`src/rtl/addsub_pkg.sv`:
```
package addsub_pkg;

  typedef enum logic [1:0] {
    SZ_BYTE = 2'b00,
    SZ_WORD = 2'b01,
    SZ_LONG = 2'b10
  } size_e;

  // Decoded view of one instruction word
  typedef struct packed {
    logic       legal;
    logic       is_sub;
    logic       is_addr;
    logic       use_imm;
    logic       addr_word;
    size_e      size;
    logic [3:0] imm;
  } dec_t;

endpackage

```
`src/rtl/addsub_decode.sv`:
```
module addsub_decode
  import addsub_pkg::*;
#(
  parameter int OP_W = 16
) (
  input  logic [OP_W-1:0] opcode_i,
  output dec_t            dec_o
);

  logic [3:0] group;
  logic [1:0] szf;

  assign group = opcode_i[15:12];
  assign szf   = opcode_i[7:6];

  always_comb begin
    dec_o      = '0;
    dec_o.size = SZ_BYTE;
    if (group == 4'h5) begin
      if (szf != 2'b11) begin
        dec_o.legal   = 1'b1;
        dec_o.is_sub  = opcode_i[8];
        dec_o.use_imm = 1'b1;
        dec_o.size    = size_e'(szf);
        dec_o.imm     = (opcode_i[11:9] == 3'd0) ? 4'd8 : {1'b0, opcode_i[11:9]};
      end
    end else if (group == 4'hD || group == 4'h9) begin
      dec_o.legal  = 1'b1;
      dec_o.is_sub = (group == 4'h9);
      if (szf == 2'b11) begin
        dec_o.is_addr   = 1'b1;
        dec_o.addr_word = ~opcode_i[8];
        dec_o.size      = SZ_LONG;
      end else begin
        dec_o.size = size_e'(szf);
      end
    end
  end

endmodule

```
`src/rtl/addsub_lane.sv`:
```
module addsub_lane #(
  parameter int W = 8
) (
  input  logic [W-1:0] a_i,   // destination
  input  logic [W-1:0] b_i,   // source or constant
  input  logic         sub_i,
  output logic [W-1:0] res_o,
  output logic         c_o,
  output logic         v_o,
  output logic         n_o,
  output logic         z_o
);

  logic [W:0] wide;

  assign wide  = sub_i ? ({1'b0, a_i} - {1'b0, b_i}) : ({1'b0, a_i} + {1'b0, b_i});
  assign res_o = wide[W-1:0];
  assign c_o   = wide[W];
  assign n_o   = wide[W-1];
  assign z_o   = (wide[W-1:0] == '0);

  always_comb begin
    if (sub_i)
      v_o = (b_i[W-1] != a_i[W-1]) && (wide[W-1] != a_i[W-1]);
    else
      v_o = (b_i[W-1] == a_i[W-1]) && (wide[W-1] != a_i[W-1]);
  end

endmodule

```
`src/rtl/addsub_exec.sv`:
```
module addsub_exec
  import addsub_pkg::*;
#(
  parameter int LONG_W = 32,
  parameter int OP_W   = 16
) (
  input  logic              clk,
  input  logic              rst,
  input  logic              start_i,
  input  logic [OP_W-1:0]   opcode_i,
  input  logic [LONG_W-1:0] src_i,
  input  logic [LONG_W-1:0] dst_i,
  output logic [LONG_W-1:0] result_o,
  output logic [4:0]        flags_o,
  output logic [1:0]        wb_size_o,
  output logic              illegal_o,
  output logic              done_o
);

  localparam int WORD_W = LONG_W / 2;
  localparam int BYTE_W = LONG_W / 4;
  localparam int NLANE  = 3;

  dec_t dec;

  addsub_decode #(.OP_W(OP_W)) u_dec (
    .opcode_i (opcode_i),
    .dec_o    (dec)
  );

  logic [LONG_W-1:0] operand_b;
  assign operand_b = dec.use_imm ? LONG_W'(dec.imm) : src_i;

  logic [LONG_W-1:0] lane_res [NLANE];
  logic [NLANE-1:0]  lane_c, lane_v, lane_n, lane_z;

  for (genvar i = 0; i < NLANE; i++) begin : g_lane
    localparam int LW = BYTE_W << i;
    localparam logic [LONG_W-1:0] KEEP = ~LONG_W'({LW{1'b1}});
    logic [LW-1:0] r_w;

    addsub_lane #(.W(LW)) u_lane (
      .a_i   (dst_i[LW-1:0]),
      .b_i   (operand_b[LW-1:0]),
      .sub_i (dec.is_sub),
      .res_o (r_w),
      .c_o   (lane_c[i]),
      .v_o   (lane_v[i]),
      .n_o   (lane_n[i]),
      .z_o   (lane_z[i])
    );

    assign lane_res[i] = (dst_i & KEEP) | LONG_W'(r_w);
  end

  // Address path: full width, optional sign extension of a word source
  logic [LONG_W-1:0] src_ext, addr_res;
  assign src_ext  = dec.addr_word ? {{(LONG_W-WORD_W){src_i[WORD_W-1]}}, src_i[WORD_W-1:0]} : src_i;
  assign addr_res = dec.is_sub ? (dst_i - src_ext) : (dst_i + src_ext);

  logic [LONG_W-1:0] sized_res;
  logic [4:0]        sized_flags;
  always_comb begin
    case (dec.size)
      SZ_BYTE: begin
        sized_res   = lane_res[0];
        sized_flags = {lane_c[0], lane_n[0], lane_z[0], lane_v[0], lane_c[0]};
      end
      SZ_WORD: begin
        sized_res   = lane_res[1];
        sized_flags = {lane_c[1], lane_n[1], lane_z[1], lane_v[1], lane_c[1]};
      end
      default: begin
        sized_res   = lane_res[2];
        sized_flags = {lane_c[2], lane_n[2], lane_z[2], lane_v[2], lane_c[2]};
      end
    endcase
  end

  always_ff @(posedge clk) begin
    if (rst) begin
      result_o  <= '0;
      flags_o   <= '0;
      wb_size_o <= '0;
      illegal_o <= 1'b0;
      done_o    <= 1'b0;
    end else begin
      done_o <= start_i;
      if (start_i) begin
        illegal_o <= ~dec.legal;
        if (dec.legal) begin
          wb_size_o <= dec.size;
          if (dec.is_addr) begin
            result_o <= addr_res;
          end else begin
            result_o <= sized_res;
            flags_o  <= sized_flags;
          end
        end
      end
    end
  end

  // ---------------- assertions ----------------
  a_r9_done_follows_start: assert property (@(posedge clk) disable iff (rst)
    start_i |=> done_o);
  a_r9_no_start_quiet: assert property (@(posedge clk) disable iff (rst)
    !start_i |=> (!done_o && $stable(result_o) && $stable(flags_o)));
  a_r7_addr_flags_hold: assert property (@(posedge clk) disable iff (rst)
    (start_i && dec.is_addr) |=> ($stable(flags_o) && wb_size_o == 2'b10));
  a_r8_illegal_holds: assert property (@(posedge clk) disable iff (rst)
    (start_i && !dec.legal) |=> (illegal_o && $stable(result_o) && $stable(flags_o) && $stable(wb_size_o)));
  a_r3_byte_upper_kept: assert property (@(posedge clk) disable iff (rst)
    (start_i && dec.legal && !dec.is_addr && dec.size == SZ_BYTE)
      |=> (result_o[LONG_W-1:BYTE_W] == $past(dst_i[LONG_W-1:BYTE_W])));
  a_r4_extend_is_carry: assert property (@(posedge clk) disable iff (rst)
    done_o |-> (flags_o[4] == flags_o[0]));
  a_r5_zero_matches_byte: assert property (@(posedge clk) disable iff (rst)
    (done_o && !illegal_o && wb_size_o == 2'b00 && $past(!dec.is_addr))
      |-> (flags_o[2] == (result_o[BYTE_W-1:0] == '0)));

endmodule

```
`config.mk`:
```
export PLATFORM = sky130hd
export DESIGN_NAME = addsub_exec
export DESIGN_NICKNAME = d
export VERILOG_FILES = /design/src/rtl/addsub_pkg.sv /design/src/rtl/addsub_decode.sv /design/src/rtl/addsub_lane.sv /design/src/rtl/addsub_exec.sv
export SDC_FILE = /design/constraint.sdc
export NUM_CORES = 1
export LEC_CHECK = 0
export BUFFER_PORTS_ARGS = -buffer_cell sky130_fd_sc_hd__buf_2
export CORE_ASPECT_RATIO = 1.5
export CORE_MARGIN = 2
export CORE_UTILIZATION = 33
export CTS_BUF_LIST = sky130_fd_sc_hd__clkbuf_4
export DETAILED_ROUTE_END_ITERATION = 6
export SLEW_MARGIN = 20
export SYNTH_ARGS = -nofsm -noshare
export SYNTH_HDL_FRONTEND = slang
export SYNTH_SLANG_ARGS = --single-unit
```
`constraint.sdc`:
```
create_clock -name clk -period 5.77 [get_ports clk]
set_input_delay 0.2885 -clock clk [delete_from_list [all_inputs] [get_ports clk]]
set_output_delay 0.2885 -clock clk [all_outputs]
set_load 0.005 [all_outputs]
```
=== After elaboration in Yosys (flattened, before gate mapping) ===
Cells that the tools add are included.

* Output and inout port bits: 41
* Register bits: 41
* Bits of input ports: 83

* Multiplexer cells: 27
* Bitwise operators: 5
* Equal/unequal tests: 15
* $add $sub $neg: 8
* Reductions and logical operators: 14

{| class="wikitable"
|+ Operators by type and width
! kind !! count
|-
| two-way mux 32 bit || 4
|-
| case mux 32 bit (2 select lines) || 1
|-
| adder 32 x 32 -> 33 bit || 1
|-
| two-way mux 33 bit || 1
|-
| subtractor 32 x 32 -> 33 bit || 1
|-
| adder 32 bit || 1
|-
| zero test 32 bit || 1
|-
| OR 32 x 16 -> 32 bit || 1
|-
| OR 32 x 8 -> 32 bit || 1
|-
| subtractor 32 bit || 1
|-
| adder 16 x 16 -> 17 bit || 1
|-
| two-way mux 17 bit || 1
|-
| subtractor 16 x 16 -> 17 bit || 1
|-
| zero test 16 bit || 1
|-
| case mux 5 bit (2 select lines) || 1
|-
| adder 8 x 8 -> 9 bit || 1
|-
| two-way mux 1 bit || 9
|-
| two-way mux 9 bit || 1
|-
| subtractor 8 x 8 -> 9 bit || 1
|-
| equality test 4 bit, second input constant || 2
|-
| zero test 8 bit || 1
|-
| two-way mux 2 bit || 4
|-
| two-way mux 4 bit || 2
|-
| logical AND 1 bit || 6
|-
| other kinds (14) || 24
|}

=== Depth between registers and ports, before layout ===
* Word-level depth: 11
* Depth in mapped cells: 26
* Mapped depth without buffers: 23

=== Cells and area by module ===
From an unflattened synthesis, not the netlist that was laid out.

* Cells, all modules: 1,427
* Area total of the unflattened synthesis: 9,775.6 µm²

{| class="wikitable"
|+ By module, submodules not included
! module !! area each (µm²) !! times used !! cells an instance !! sequential area each (µm²)
|-
| addsub_exec || 4,993.5 || 1 || 724 || 800.8
|-
| addsub_lane at g_lane[2].u_lane || 2,615.0 || 1 || 394 || 0.0
|-
| addsub_lane at g_lane[1].u_lane || 1,465.2 || 1 || 211 || 0.0
|-
| addsub_lane at g_lane[0].u_lane || 564.3 || 1 || 79 || 0.0
|-
| addsub_decode || 137.6 || 1 || 19 || 0.0
|}

=== Worst setup path before layout ===
Ideal clock, no wire load.

* Path type: in2reg
* Start: input port opcode_i[14]
* End: register flags_o[2]
* Data arrival time: 5.181 ns
* Path buffers: 4
* Slack: 0.531 ns
* Stages: 20
* Data required time: 5.713 ns
* Cell sequence: a21boi_0 and3b_1 clkbuf_1 nand2_1 nand2_1 clkbuf_1 clkbuf_1 clkbuf_1 o21ai_0 fa_1 a211oi_2 o21bai_1 a211o_1 a21oi_2 xnor2_1 or4_1 nor4b_2 or4b_1 nor4_1 a21o_1

* Word-level cells in the longest chain between the ends: 7
* Elaborated cells on any way between the ends: 29
* Those cells by class: 6 x add/sub; 4 x eq/ne; 12 x mux; 1 x bitwise; 6 x reduce/logical

{| class="wikitable"
|+ RTL lines
! what !! line !! source
|-
| start, declared || addsub_exec.sv:10 || <nowiki>input logic [OP_W-1:0] opcode_i,</nowiki>
|-
| equality test 4 x 3 -> 1 bit, or another cell as far along || addsub_decode.sv:19 || <nowiki>if (group == 4'h5) begin</nowiki>
|-
| two-way mux 4 bit, or another cell as far along || addsub_decode.sv:19 ||
|-
| two-way mux 32 bit or two-way mux 3 bit (tied branches) || addsub_exec.sv:32, addsub_decode.sv:27 ||
|-
| adder 32 x 32 -> 33 bit, or another cell as far along || addsub_lane.sv:16 || <nowiki>assign wide = sub_i ? ({1'b0, a_i} - {1'b0, b_i}) : ({1'b0, a_i} + {1'b0, b_i});</nowiki>
|-
| two-way mux 33 bit, or another cell as far along || addsub_lane.sv:16 ||
|-
| zero test 32 bit, or another cell as far along || addsub_lane.sv:20 || <nowiki>assign z_o = (wide[W-1:0] == '0);</nowiki>
|-
| case mux 5 bit (2 select lines) || addsub_exec.sv:64 || <nowiki>case (dec.size)</nowiki>
|-
| end signal, assigned || addsub_exec.sv:97 || <nowiki>flags_o <= sized_flags;</nowiki>
|-
| end, declared || addsub_exec.sv:14 || <nowiki>output logic [4:0] flags_o,</nowiki>
|}

Several ways; a longest one is shown, not always the timed one.
A chain may end at the register's enable or synchronous reset.

=== Worst setup path after layout ===
Ends and elaborated chain as after synthesis.

==> results.md <==
- Buffers from clock root to sink, at most: 2
- Biggest fanout along the worst timing path: 17
- Main flop type after synthesis: dfxtp_1
- Leak Pwr: 0.003747 uW
- Final routed wire length divided by cell count: 18.19 um
- Worst r2r src: result_o[24]
- Area growth from synthesis to final layout: 19.06%
- Total core area: 0.02115 mm2
- Hold path cells: 2
- Pins Over Slew Limit: 0
- Initial antenna violation count: 1
- Classification of the worst-slack hold path: input port to flop
- Vias per cell: 5.630
- Sequential fraction of the synthesis area: 0.1122
- First-pass GRT wire length: 41,360 um
- Fraction of power spent switching nets: 0.4593
- Maximum vdd ir drop: 0.06873 mV
- Period minus WS final: 5.201 ns
- Sequential group share of total power: 0.215
- Post-synth top area share: 0.1140
- Critical Path Sink: flags_o[2]
- Ordered list of cells on the worst path: buf_2 > a21boi_0 > buf_4 > and3b_1 > buf_4 > nand2_1 > nand2_1 > o21ai_0 > fa_1 > a211oi_2 > o21bai_1 > a211o_1 > a21oi_2 > xnor2_1 > or4_1 > nor4b_2 > buf_4 > or4b_1 > nor4_1 > a21o_1
- Number of instances in the synthesized netlist: 1,049
- Setup violations, final: 0
- Critical path arrival: 5.54 ns
- # resized after CTS: 0
- Post-Synthesis Net Count: 1,199
- Slew Limit Headroom: 0.5042
- Source-to-sink clock delay at the later pin of the worst-skew pair: 0.37 ns
- Buffers added on ports: 117
- Distinct cells, synth: 78
- Number of hold violations in the final report: 0
- Power spent charging and discharging nets: 624.1 uW
- Nature of the critical path endpoint: flop
- Clock tree from TritonCTS: yes
- Result of the run: finished, final reports clean
- RSZ-0062 raised after global routing: false
- Required time of the critical path: 6.11 ns
- Most used standard cell by instance count after synthesis: nand2_1
- Total of flip-flops plus latches after synthesis: 40
- Area of the die: 0.02284 mm2
- Transition time of the tightest slew-check pin: 0.7437 ns
- Critical Path Start Type: input port
- Std-Cell Rows: 65
- Worst reg2reg path endpoint: result_o[24]
- Share of synthesized registers carrying an async set or reset: 0
- Critical path origin: opcode_i[14]
- Post-cts hold buffer count: 0
- Part of the total power dissipated in the clock network: 0.114
- Top achievable clock speed: 192.3 MHz
- Via count of the first global-routing pass: 7,771
- Commonest cells in the netlist: nand2_1 (147), a21oi_1 (114), nor2_1 (106)
- Register-to-Register Setup Slack: 4.88 ns
- Horizontal extent of the die: 124.1 um
- Root Driver: clkbuf_4
- Syn avg cell area: 6.803 um2
- Post-synthesis cell type with the largest combined area: ha_1
- Total number of nets in the final design: 1,351
- Pre-CTS setup slack: 0.2529 ns
- DRC violation count after routing: 0
- Ratio of cells with drive above 1 in the final layout: 0.1889
- Yosys warnings: 0
- Number of cells on the worst reg-to-reg path: 2
- Number of flops mapped to enable cells by yosys: 0
- Clock buffers created by TritonCTS: 5
- Starting density of the core: 0.3375
- Total length of routed wires: 26,760 um
- Top-Level Pins: 124
- Maximum number of pins on one net before global-route repair: 45
- Setup Skew: 0 ns
- Half-perimeter wire length of the detailed placement result: 22,580 um
- Most used cell along the critical path: buf_4
- Areal power density over the cells: 159.9 mW/mm2
- Number of nets still failing antenna checks after routing: 0
- Die height: 184.1 um
- Total number of vias: 8,282
- Total Negative Setup Slacks: 0 ns
- Iteration count of the initial detailed-routing pass: 7
- Critical path class: input port to flop
- Setup slack of the critical path after layout: 0.5688 ns
- CP peak stage delay: 0.55 ns
- Comb power frac: 0.671
- Tot GR Track Use: 0.2329
- H-tree lvl count: 2
- Period utilisation layout: 0.9014
- Area of the mapped netlist: 0.007137 mm2
- Global-route congestion overflow total: 0
- Critical-path top delay cell: or4_1
- Internal: 734.8 uW
- Setup Fix Bufs, Post-CTS: 0
- Placer's final routability congestion estimate: 0.9806
- Max-cap violations: 0
- Clk slew on worst S/H paths: 0.14 ns
- Ranking of synthesized cells by area: ha_1 (11%), dfxtp_1 (11%), a21oi_1 (8.0%), nand2_1 (7.7%), xnor2_1 (7.7%)
- Clock sinks: 40
- Number of DRC violations after detailed-routing iteration 0: 518
worst max-delay path: cells and delay by family:
kind	cells	cell delay, ns
AOI/OAI and AO/OA	7	1.69
adders and majority gates	1	0.51
xor gates and xnor gates	1	0.11
and+or+nand+nor	7	2.12
buffers and inverters	4	0.81
cells by family (layout without fill, tap and decap cells):
group | Yosys count | after routing | synth area share
fa+ha+maj | 67 | 67 | 0.1196
flops | 40 | 40 | 0.1122
xor+xnor | 101 | 101 | 0.1239
compound gates | 358 | 358 | 0.3231
buf+inv | 69 | 222 | 0.04260
other cells | 0 | 1 | 0
mux | 13 | 13 | 0.01893
simple gates | 401 | 401 | 0.2596
through the flow:
stage               utilization  hold WS [ns]  area, um2  std cells  total power [uW]
floorplan                     -        0.3645       7137       1049             905.0
global placement         0.3991        0.4389       8438       1462              1189
finish                   0.4018        0.1882       8497       1471              1359
CTS                      0.4017        0.1764       8494       1470              1354
global route             0.4018        0.2016       8497       1471              1466
detailed placement       0.3991        0.4446       8438       1462              1197
cells in the final DEF (no fill, tap or decap), types with 5 or more instances in the layout:
cell type  instances
nand4_1            9
nor4_1             8
dfxtp_1           40
nand3b_1           6
o21ai_1            5
or3_1              9
nand2_1          147
a21oi_1          113
xor2_1            38
buf_4             80
a21o_1            21
mux2i_1            9
nor2b_1            9
buf_2            117
and2_1             5
inv_1             16
o221ai_1           7
nor2_1           106
a211oi_1          17
nor3_1            38
a21boi_0           8
nand2b_1           8
a31oi_1           16
and3_1             8
nand3_1           29
xnor2_1           63
clkbuf_4           7
o21ai_0           61
o21a_1            12
ha_1              65
o31ai_1            7
o21bai_1          12
o211ai_1          31
worst min-delay path by stage:
stage / start / end
2_1_floorplan: rst / result_o[31]
6_report: start_i / done_o
5_1_grt: start_i / done_o
4_1_cts: start_i / done_o
3_5_place_dp: result_o[23] / result_o[23]
3_3_place_gp: result_o[0] / result_o[0]
sequential cells by signal, indices dropped and copies added (netlist names):
register,flops
result_o,32
illegal_o,1
done_o,1
wb_size_o,2
flags_o,4
power by group through the flow:
stage	combinational, uW	sequential [uW]	clock, uW
after detailed placement	899	299	0
after CTS	902	292	159
final	912	292	155
after global routing	1010	294	167
after global placement	891	298	0
after floorplan	606	299	0
final cells by class:
cell class                 instances  area [um2]
multi-input combinational        940        6036
clock inverter                     1       3.754
tap                              268       335.3
timing repair buffer             198        1206
clock buffer                       7       52.55
inverter                          16       60.06
sequential                        40       800.8
fill                            2371       12650
antenna                            1       2.502
metal layers:
metal  GRT usage  wire [um]  up-vias
li1            -          -     4166
met1      0.3035      11780     3824
met2      0.3993      12850      250
met3     0.01238       1195       42
met4     0.08719        937        0
met5           0          0        -
(Power assumes the default switching activity.)
